### src/rtl/rti_pkg.sv
package rti_pkg;

  typedef enum logic [2:0] {
    RM_NEAR_EVEN = 3'd0,
    RM_ZERO      = 3'd1,
    RM_DOWN      = 3'd2,
    RM_UP        = 3'd3,
    RM_NEAR_AWAY = 3'd4
  } rmode_e;

  typedef enum logic [2:0] {
    CL_ZERO,
    CL_INF,
    CL_QNAN,
    CL_SNAN,
    CL_BELOW_ONE,
    CL_INTEGRAL,
    CL_FRACTIONAL
  } opclass_e;

  // Truncate wins over the code; unused codes fall back to nearest-even.
  function automatic rmode_e decode_mode(input logic [2:0] code, input logic trunc);
    if (trunc) return RM_ZERO;
    case (code)
      3'd1:    return RM_ZERO;
      3'd2:    return RM_DOWN;
      3'd3:    return RM_UP;
      3'd4:    return RM_NEAR_AWAY;
      default: return RM_NEAR_EVEN;
    endcase
  endfunction

endpackage

### src/rtl/rti_classify.sv
module rti_classify
  import rti_pkg::*;
#(
  parameter int EXP_W = 5,
  parameter int MAN_W = 10
) (
  input  logic [EXP_W+MAN_W:0] op_i,
  input  logic                 ftz_i,
  output opclass_e             cls_o,
  output logic                 sign_o,
  output logic [EXP_W-1:0]     exp_o,
  output logic [MAN_W-1:0]     frac_o
);
  localparam int BIAS = (1 << (EXP_W - 1)) - 1;
  localparam logic [EXP_W-1:0] EXP_ONE = EXP_W'(BIAS);
  localparam logic [EXP_W-1:0] EXP_TOP = EXP_W'(BIAS + MAN_W);

  logic [EXP_W-1:0] exp_raw;
  logic [MAN_W-1:0] frac_raw;
  logic             flush;

  always_comb begin
    sign_o   = op_i[EXP_W+MAN_W];
    exp_raw  = op_i[EXP_W+MAN_W-1:MAN_W];
    frac_raw = op_i[MAN_W-1:0];
    flush    = ftz_i && (exp_raw == '0);
    exp_o    = exp_raw;
    frac_o   = flush ? '0 : frac_raw;

    if (exp_raw == '1) begin
      if (frac_raw == '0)          cls_o = CL_INF;
      else if (frac_raw[MAN_W-1])  cls_o = CL_QNAN;
      else                         cls_o = CL_SNAN;
    end else if (exp_raw == '0 && frac_o == '0) begin
      cls_o = CL_ZERO;
    end else if (exp_raw < EXP_ONE) begin
      cls_o = CL_BELOW_ONE;
    end else if (exp_raw >= EXP_TOP) begin
      cls_o = CL_INTEGRAL;
    end else begin
      cls_o = CL_FRACTIONAL;
    end
  end
endmodule

### src/rtl/rti_round_core.sv
module rti_round_core
  import rti_pkg::*;
#(
  parameter int EXP_W = 5,
  parameter int MAN_W = 10
) (
  input  logic             sign_i,
  input  logic [EXP_W-1:0] exp_i,
  input  logic [MAN_W-1:0] frac_i,
  input  logic             below_one_i,
  input  rmode_e           mode_i,
  output logic [EXP_W-1:0] exp_o,
  output logic [MAN_W-1:0] frac_o,
  output logic             inexact_o,
  output logic             carry_o
);
  localparam int SIG_W = MAN_W + 2;
  localparam int BIAS  = (1 << (EXP_W - 1)) - 1;
  localparam logic [EXP_W-1:0] EXP_ONE  = EXP_W'(BIAS);
  localparam logic [EXP_W-1:0] EXP_HALF = EXP_W'(BIAS - 1);
  localparam logic [EXP_W-1:0] EXP_TOP  = EXP_W'(BIAS + MAN_W);

  logic [EXP_W-1:0] shamt;
  logic [SIG_W-1:0] sig, ulp, half, discard, inc, summed, kept;
  logic             small_one, lost_bits;

  // Magnitude one or more: add an increment, then clear the discarded bits.
  always_comb begin
    sig     = {1'b0, 1'b1, frac_i};
    shamt   = EXP_TOP - exp_i;
    ulp     = SIG_W'(1) << shamt;
    half    = ulp >> 1;
    discard = ulp - SIG_W'(1);
    case (mode_i)
      RM_NEAR_AWAY: inc = half;
      RM_ZERO:      inc = '0;
      RM_UP:        inc = sign_i ? '0 : discard;
      RM_DOWN:      inc = sign_i ? discard : '0;
      default:      inc = ((sig & (ulp | discard)) == half) ? '0 : half;
    endcase
    summed    = sig + inc;
    kept      = summed & ~discard;
    lost_bits = |(sig & discard);
  end

  // Magnitude below one: the result is a signed zero or a signed one.
  always_comb begin
    case (mode_i)
      RM_NEAR_AWAY: small_one = (exp_i == EXP_HALF);
      RM_ZERO:      small_one = 1'b0;
      RM_UP:        small_one = !sign_i;
      RM_DOWN:      small_one = sign_i;
      default:      small_one = (exp_i == EXP_HALF) && (frac_i != '0);
    endcase
  end

  always_comb begin
    if (below_one_i) begin
      exp_o     = small_one ? EXP_ONE : '0;
      frac_o    = '0;
      inexact_o = 1'b1;
      carry_o   = 1'b0;
    end else if (kept[SIG_W-1]) begin
      exp_o     = exp_i + EXP_W'(1);
      frac_o    = kept[MAN_W:1];
      inexact_o = lost_bits;
      carry_o   = 1'b1;
    end else begin
      exp_o     = exp_i;
      frac_o    = kept[MAN_W-1:0];
      inexact_o = lost_bits;
      carry_o   = 1'b0;
    end
  end
endmodule

### src/rtl/rti_nan_unit.sv
module rti_nan_unit #(
  parameter int EXP_W = 5,
  parameter int MAN_W = 10
) (
  input  logic                 sign_i,
  input  logic [MAN_W-1:0]     frac_i,
  input  logic                 signaling_i,
  input  logic                 dnan_i,
  output logic [EXP_W+MAN_W:0] res_o,
  output logic                 invalid_o
);
  localparam logic [EXP_W+MAN_W:0] CANON_NAN = {1'b0, {EXP_W{1'b1}}, 1'b1, {(MAN_W-1){1'b0}}};

  always_comb begin
    invalid_o = signaling_i;
    if (dnan_i) res_o = CANON_NAN;
    else        res_o = {sign_i, {EXP_W{1'b1}}, 1'b1, frac_i[MAN_W-2:0]};
  end
endmodule

### src/rtl/fp_round_integral.sv
module fp_round_integral
  import rti_pkg::*;
#(
  parameter int EXP_W = 5,
  parameter int MAN_W = 10
) (
  input  logic                 clk,
  input  logic                 rst,
  input  logic [EXP_W+MAN_W:0] op_i,
  input  logic [2:0]           rmode_i,
  input  logic                 trunc_i,
  input  logic                 dnan_i,
  input  logic                 ftz_i,
  output logic [EXP_W+MAN_W:0] res_o,
  output logic                 invalid_o,
  output logic                 inexact_o
);
  localparam int W = 1 + EXP_W + MAN_W;
  localparam logic [W-1:0] CANON_NAN = {1'b0, {EXP_W{1'b1}}, 1'b1, {(MAN_W-1){1'b0}}};

  opclass_e         cls;
  logic             sign_c;
  logic [EXP_W-1:0] exp_c, exp_r;
  logic [MAN_W-1:0] frac_c, frac_r;
  logic             inexact_r, carry_r, invalid_n;
  logic [W-1:0]     nan_res, res_d;
  logic             inexact_d, invalid_d;
  rmode_e           mode;

  assign mode = decode_mode(rmode_i, trunc_i);

  rti_classify #(.EXP_W(EXP_W), .MAN_W(MAN_W)) u_class (
    .op_i(op_i), .ftz_i(ftz_i), .cls_o(cls),
    .sign_o(sign_c), .exp_o(exp_c), .frac_o(frac_c)
  );

  rti_round_core #(.EXP_W(EXP_W), .MAN_W(MAN_W)) u_round (
    .sign_i(sign_c), .exp_i(exp_c), .frac_i(frac_c),
    .below_one_i(cls == CL_BELOW_ONE), .mode_i(mode),
    .exp_o(exp_r), .frac_o(frac_r), .inexact_o(inexact_r), .carry_o(carry_r)
  );

  rti_nan_unit #(.EXP_W(EXP_W), .MAN_W(MAN_W)) u_nan (
    .sign_i(sign_c), .frac_i(frac_c), .signaling_i(cls == CL_SNAN),
    .dnan_i(dnan_i), .res_o(nan_res), .invalid_o(invalid_n)
  );

  always_comb begin
    res_d     = {sign_c, exp_c, frac_c};
    inexact_d = 1'b0;
    invalid_d = 1'b0;
    case (cls)
      CL_QNAN, CL_SNAN: begin
        res_d     = nan_res;
        invalid_d = invalid_n;
      end
      CL_BELOW_ONE, CL_FRACTIONAL: begin
        res_d     = {sign_c, exp_r, frac_r};
        inexact_d = inexact_r;
      end
      default: ;
    endcase
  end

  always_ff @(posedge clk) begin
    if (rst) begin
      res_o     <= '0;
      invalid_o <= 1'b0;
      inexact_o <= 1'b0;
    end else begin
      res_o     <= res_d;
      invalid_o <= invalid_d;
      inexact_o <= inexact_d;
    end
  end

  AST_PASS_INTEGRAL: assert property (@(posedge clk) disable iff (rst)
    (cls == CL_INTEGRAL || cls == CL_INF) |=> (res_o == $past(op_i)) && !inexact_o && !invalid_o);
  AST_INVALID_ONLY_NAN: assert property (@(posedge clk) disable iff (rst)
    invalid_o |-> (res_o[W-2 -: EXP_W] == '1) && res_o[MAN_W-1]);
  AST_NAN_OUT_QUIET: assert property (@(posedge clk) disable iff (rst)
    ((res_o[W-2 -: EXP_W] == '1) && (res_o[MAN_W-1:0] != '0)) |-> res_o[MAN_W-1]);
  AST_DEFAULT_NAN: assert property (@(posedge clk) disable iff (rst)
    (dnan_i && (cls == CL_QNAN || cls == CL_SNAN)) |=> res_o == CANON_NAN);
  AST_BELOW_ONE_INEXACT: assert property (@(posedge clk) disable iff (rst)
    (cls == CL_BELOW_ONE) |=> inexact_o);
  AST_CARRY_RENORM: assert property (@(posedge clk) disable iff (rst)
    (carry_r && cls == CL_FRACTIONAL) |=> res_o[MAN_W-1:0] == '0);
  AST_FLAGS_EXCLUSIVE: assert property (@(posedge clk) disable iff (rst)
    !(invalid_o && inexact_o));
  AST_TRUNC_NO_GROW: assert property (@(posedge clk) disable iff (rst)
    (trunc_i && cls == CL_FRACTIONAL) |=> res_o[W-2:0] <= $past(op_i[W-2:0]));
  AST_FLUSH_ZERO: assert property (@(posedge clk) disable iff (rst)
    (ftz_i && op_i[W-2 -: EXP_W] == '0) |=> (res_o[W-2:0] == '0) && !inexact_o);
  AST_RESET_CLEAR: assert property (@(posedge clk)
    rst |=> (res_o == '0) && !invalid_o && !inexact_o);
endmodule

### config.mk
export PLATFORM = sky130hd
export DESIGN_NAME = fp_round_integral
export DESIGN_NICKNAME = d
export VERILOG_FILES = /design/src/rtl/rti_pkg.sv /design/src/rtl/rti_classify.sv /design/src/rtl/rti_round_core.sv /design/src/rtl/rti_nan_unit.sv /design/src/rtl/fp_round_integral.sv
export SDC_FILE = /design/constraint.sdc
export NUM_CORES = 1
export LEC_CHECK = 0
export BUFFER_PORTS_ARGS = -buffer_cell sky130_fd_sc_hd__buf_4
export CAP_MARGIN = 20
export CORE_MARGIN = 5
export CORE_UTILIZATION = 58
export DETAILED_ROUTE_END_ITERATION = 7
export PLACE_DENSITY_LB_ADDON = 0.25
export SLEW_MARGIN = 20
export SYNTH_ARGS = -nofsm -noshare
export SYNTH_HDL_FRONTEND = slang
export SYNTH_SLANG_ARGS = --single-unit
### constraint.sdc
create_clock -name clk -period 9.6 [get_ports clk]
set_input_delay 0.96 -clock clk [delete_from_list [all_inputs] [get_ports clk]]
set_output_delay 0.96 -clock clk [all_outputs]
set_load 0.005 [all_outputs]
* After elaboration in Yosys (flattened, before gate mapping)
Cells that the tools add are included.
** Word-level totals
- Logic and storage cells :: 69
- Output and inout bits :: 18
- Register bits after elaboration :: 18
- Input port bits :: 24
** Cells by class
- Shift operators :: 1
- Bitwise gates (word level) :: 7
- Order comparisons :: 2
- Add/subtract/negate cells :: 4
- Eq/ne operators :: 15
- Mux-type cells :: 24
- Reduce and logical (&&, ||, !) cells :: 13
** Operators by type and width (number)
- $pmux 12 s4 :: 1
- $pmux 16 s2 :: 1
- $mux 10 :: 3
- $and 11x12->12 :: 2
- $mux 12 :: 2
- $logic_not 10->1 :: 2
- $eq 3x2->1 const B :: 6
- $mux 3 :: 6
- $mux 16 :: 1
- $add 11x12->12 :: 1
- $and 12x12->12 :: 1
- $eq 12x11->1 :: 1
- $eq 3x3->1 const B :: 4
- $not 12->12 :: 1
- $or 12x12->12 :: 1
- $pmux 3 s4 :: 1
- $reduce_or 12->1 :: 1
- $shl 1x5->12 const A :: 1
- $sub 12x1->12 const B :: 1
- $mux 11 :: 1
- $mux 5 :: 2
- $reduce_bool 10->1 :: 1
- $reduce_or 2->1 :: 4
- $eq 3x1->1 const B :: 2
- other kinds (14) :: 19

* Longest topological paths before layout
- Depth in word-level cells :: 13
- Depth in mapped cells :: 32
- Mapped depth without buffers :: 32

* Modules after synthesis
Synthesis repeated with hierarchy kept, for this count alone.
** Unflattened totals
- Cells, all modules :: 429
- Area, all modules :: 3216.8 µm²
** Modules (own cells, without submodules)
- rti_round_core :: cells an instance 313, instances 1, area each 2103.3 µm²
- fp_round_integral :: cells an instance 66, instances 1, area each 767.0 µm²
- rti_classify :: cells an instance 32, instances 1, area each 227.7 µm²
- rti_nan_unit :: cells an instance 18, instances 1, area each 118.9 µm²

* Least setup slack after synthesis
OpenSTA, ideal clock, no wires.
- Path kind :: input -> register
- Start point :: in op_i[14]
- End point :: reg res_o[13]
- Buffers on the path :: 2
- Path slack :: 2333 ps
- Required time :: 9512 ps
- Arrival time :: 7179 ps
- Stages on the path :: 30
- Cell sequence :: buf_2 or3_4 a41oi_2 nor2_1 nand2_1 ha_1 nand3_1 or3_1 nand3b_1 or3_1 ha_1 nand2b_1 a2111oi_0 o31ai_1 a211oi_2 nand4_2 o31ai_1 nand2_1 nand2_1 o21ai_0 ha_1 or4_1 o21ai_0 o211ai_1 a211o_1 a2111oi_4 nor3_2 buf_6 and3_4 nor4_2
** On the way
- Longest elaborated chain between the ends :: 13
- Elaborated cells on any way between the ends :: 39
- Those cells by class :: 3 x add/sub; 2 x order compare; 7 x eq/ne; 1 x shift; 14 x mux; 4 x bitwise; 8 x reduce/logical
** RTL lines
- start, declared :: RTL line fp_round_integral.sv:9 : input logic [EXP_W+MAN_W:0] op_i,
- $sub 5x5->5 :: RTL line rti_round_core.sv:30 : shamt = EXP_TOP - exp_i;
- $shl 1x5->12 :: RTL line rti_round_core.sv:31 : ulp = SIG_W'(1) << shamt;
- $sub 12x1->12 :: RTL line rti_round_core.sv:33 : discard = ulp - SIG_W'(1);
- $or 12x12->12 :: RTL line rti_round_core.sv:39 : default: inc = ((sig & (ulp | discard)) == half) ? '0 : half;
- $and 11x12->12 :: RTL line rti_round_core.sv:39
- $eq 12x11->1 :: RTL line rti_round_core.sv:39
- $mux 11 :: RTL line rti_round_core.sv:39
- $pmux 12 s4 :: RTL line rti_round_core.sv:34 : case (mode_i)
- $add 11x12->12 :: RTL line rti_round_core.sv:41 : summed = sig + inc;
- $and 12x12->12 :: RTL line rti_round_core.sv:42 : kept = summed & ~discard;
- $mux 5 :: RTL line rti_round_core.sv:63 : end else if (kept[SIG_W-1]) begin
- $mux 5 :: RTL line rti_round_core.sv:58 : if (below_one_i) begin
- $pmux 16 s2 * :: RTL line fp_round_integral.sv:52 : case (cls)
- end signal, assigned :: RTL line fp_round_integral.sv:71 : res_o <= res_d;
- end, declared :: RTL line fp_round_integral.sv:14 : output logic [EXP_W+MAN_W:0] res_o,
Every way passes the cells marked *; elsewhere a longest branch is shown, timed or not.
A chain may end at the register's enable or synchronous reset.

* Worst setup path in the final report
- Start point :: in op_i[11]
- End point :: reg res_o[13]
The elaborated chain is that of the path after synthesis.

==> impl_metrics.json <==
{
  "status": "completed",
  "grt_max_degree": 21,
  "area_growth_pct": 14.8,
  "cp-end-kind": "flip-flop",
  "final_layout_size_suffix_gt1_share_pct": 18.4,
  "worst_pin_slew_ns": 0.868,
  "n_antenna_cell": 0,
  "cp-start-kind": "input pin",
  "track_usage_pct": 26.0,
  "final_cell_mix": "42 x buf_4, 31 x inv_1, 30 x nand2_1",
  "synth.distinct_cells": 70,
  "drtPass1Iterations": 5,
  "drc_errors": 0,
  "cts_setup_buffers": 0,
  "seq_area_frac_synth_pct": 14.1,
  "clock_path_buffers": 2,
  "rsz0062_at_grt": "no",
  "worstSetupPathType": "input pin to flip-flop",
  "antenna_found_initial": 0,
  "cts.repair.resized": 0,
  "max_stage_delay_ns": 0.52,
  "setup_viol": 0,
  "syn_nets": 383,
  "fin_setup_tns_ns": 0,
  "start_util_pct": 59.0,
  "syn_avg_cell_area_um2": 7.73,
  "finalWirelength_um": 7580,
  "synthMuxAreaShare_pct": 2.80,
  "final_common_cell": "buf_4",
  "synth-async-reset-ratio_pct": 0,
  "port-buffer-count": 41,
  "max_freq_mhz": 125,
  "crit_slowest_cell": "or4_1",
  "numCtsBuffers": 3,
  "coreArea_um2": 4320,
  "synth_top_family_by_area": "simple AND/OR/NAND/NOR gates",
  "cp_max_fo": 20,
  "total_leakage_power_nw": 1.30,
  "tritoncts": "yes",
  "dieWidth_um": 76.3,
  "cts.htree.levels": 1,
  "ir_worst_vdd_mv": 0.0853,
  "hpwl_um": 6080,
  "synth_fa_ha_area_share_pct": 14.9,
  "grt_pass1_vias": 2603,
  "power_per_cell_area_nw_per_um2": 86.9,
  "rows": 24,
  "clock_sinks": 18,
  "path_common_cell": "ha_1",
  "synth-compound-area-share_pct": 28.2,
  "num_vias": 2699,
  "synth_edf_count": 0,
  "synthesis.instances": 330,
  "fin_nets": 418,
  "synth_xor_area_share_pct": 4.46,
  "viasPerCell": 6.49,
  "syn_area_um2": 2550,
  "cts_hold_buffers": 0,
  "synth-seq-cells": 18,
  "wire_per_inst_um": 18.2,
  "die_h_um": 76.3,
  "p_total_w": 0.000254,
  "place_congestion": 0.948,
  "die-area_um2": 5820,
  "max_cap_violations": 0,
  "cts_root_buffer": "clkbuf_8",
  "timing.final.crit_share_pct": 83.2,
  "arrival_ns": 8.17,
  "initialDrtViolationCount": 205,
  "period_needed_ns": 7.99,
  "drtAntennaViolNets": 0,
  "pin_count": 42,
  "hp-class": "input pin to flip-flop",
  "grt_overflow": 0,
  "final-max-slew-violation-count": 0,
  "yosys_warnings": 0,
  "grt_pass1_wl_um": 12800,
  "hold_viol_final": 0,
  "required_ns": 9.78,
  "clk_pin_slew_ns": 0.07,
  "synth_top_flop_cell": "dfxtp_1",
  "timing.slew.headroom_pct": 42.0,
  "synth-simple-area-share_pct": 28.6
}
## final cells by class
class                           count  area (um^2)
Clock buffer                        4         55.1
Timing Repair Buffer               42          315
Tap cell                           52         65.1
Multi-Input combinational cell    269         2020
Fill cell                         397         1400
Sequential cell                    18          360
Inverter                           31          116
## worst max-delay path, delay by kind of cell
kind                       cells  cell delay, ns
and+or+nand+nor               15            3.06
adders and majority gates      4            0.94
AOI/OAI and AO/OA             10            2.72
buffers and inverters          3            0.49
## per-layer routing
metal  vias to the layer above  wire length, um  GRT usage, %
met4                         0              361          11.7
li1                       1309                -             -
met3                        35              517          5.32
met2                       135             3540          42.6
met5                         -                0             0
met1                      1220             3160          32.7
## report_power, final
part           total [W]  leakage (nW)  switching (W)  internal, W
combinational   0.000109          1.12      0.0000627    0.0000467
sequential     0.0000801         0.148     0.00000110    0.0000790
clock          0.0000650        0.0288      0.0000284    0.0000366
total           0.000254          1.30      0.0000922     0.000162
## logic make-up (layout without fill, tap and decap cells)
logic type      Yosys count  after routing
xor+xnor                 13             13
mux                       7              7
simple gates            125            125
buf+inv                  43             77
flops                    18             18
fa+ha+maj                30             30
compound gates           94             94
## synth_stat cells (all sizes together), types with 7 or more instances
library cell | number | area, um^2
a211oi | 10 | 80.1
a21oi | 13 | 65.1
and2 | 9 | 56.3
buf | 7 | 38.8
dfxtp | 18 | 360
ha | 28 | 350
inv | 31 | 116
nand2 | 30 | 113
nor2 | 15 | 56.3
nor2b | 7 | 43.8
nor3 | 13 | 70.1
o21ai | 19 | 103
or3 | 13 | 86.3
xnor2 | 7 | 61.3
## stage by stage
step           area, um^2  std cells  hold slack, ns  setup slack [ns]  utilization (%)
2_1_floorplan        2550        330            1.03              2.33                -
3_3_place_gp         2870        412            1.16              1.76             66.5
3_5_place_dp         2870        412            1.16              1.52             66.5
4_1_cts              2930        416           0.886              1.71             67.7
5_1_grt              2930        416           0.879              1.05             67.7
6_report             2930        416           0.890              1.61             67.7
## flip-flops by register name, indices dropped and copies added (netlist names)
register   count
invalid_o      1
inexact_o      1
res_o         16
## final timing paths
path	slack (ns)	cells after the start	to	from
max	1.61	32	res_o[13]$_SDFF_PP0_	op_i[11]
min	0.89	2	invalid_o$_SDFF_PP0_	op_i[9]
(Power assumes the default switching activity.)
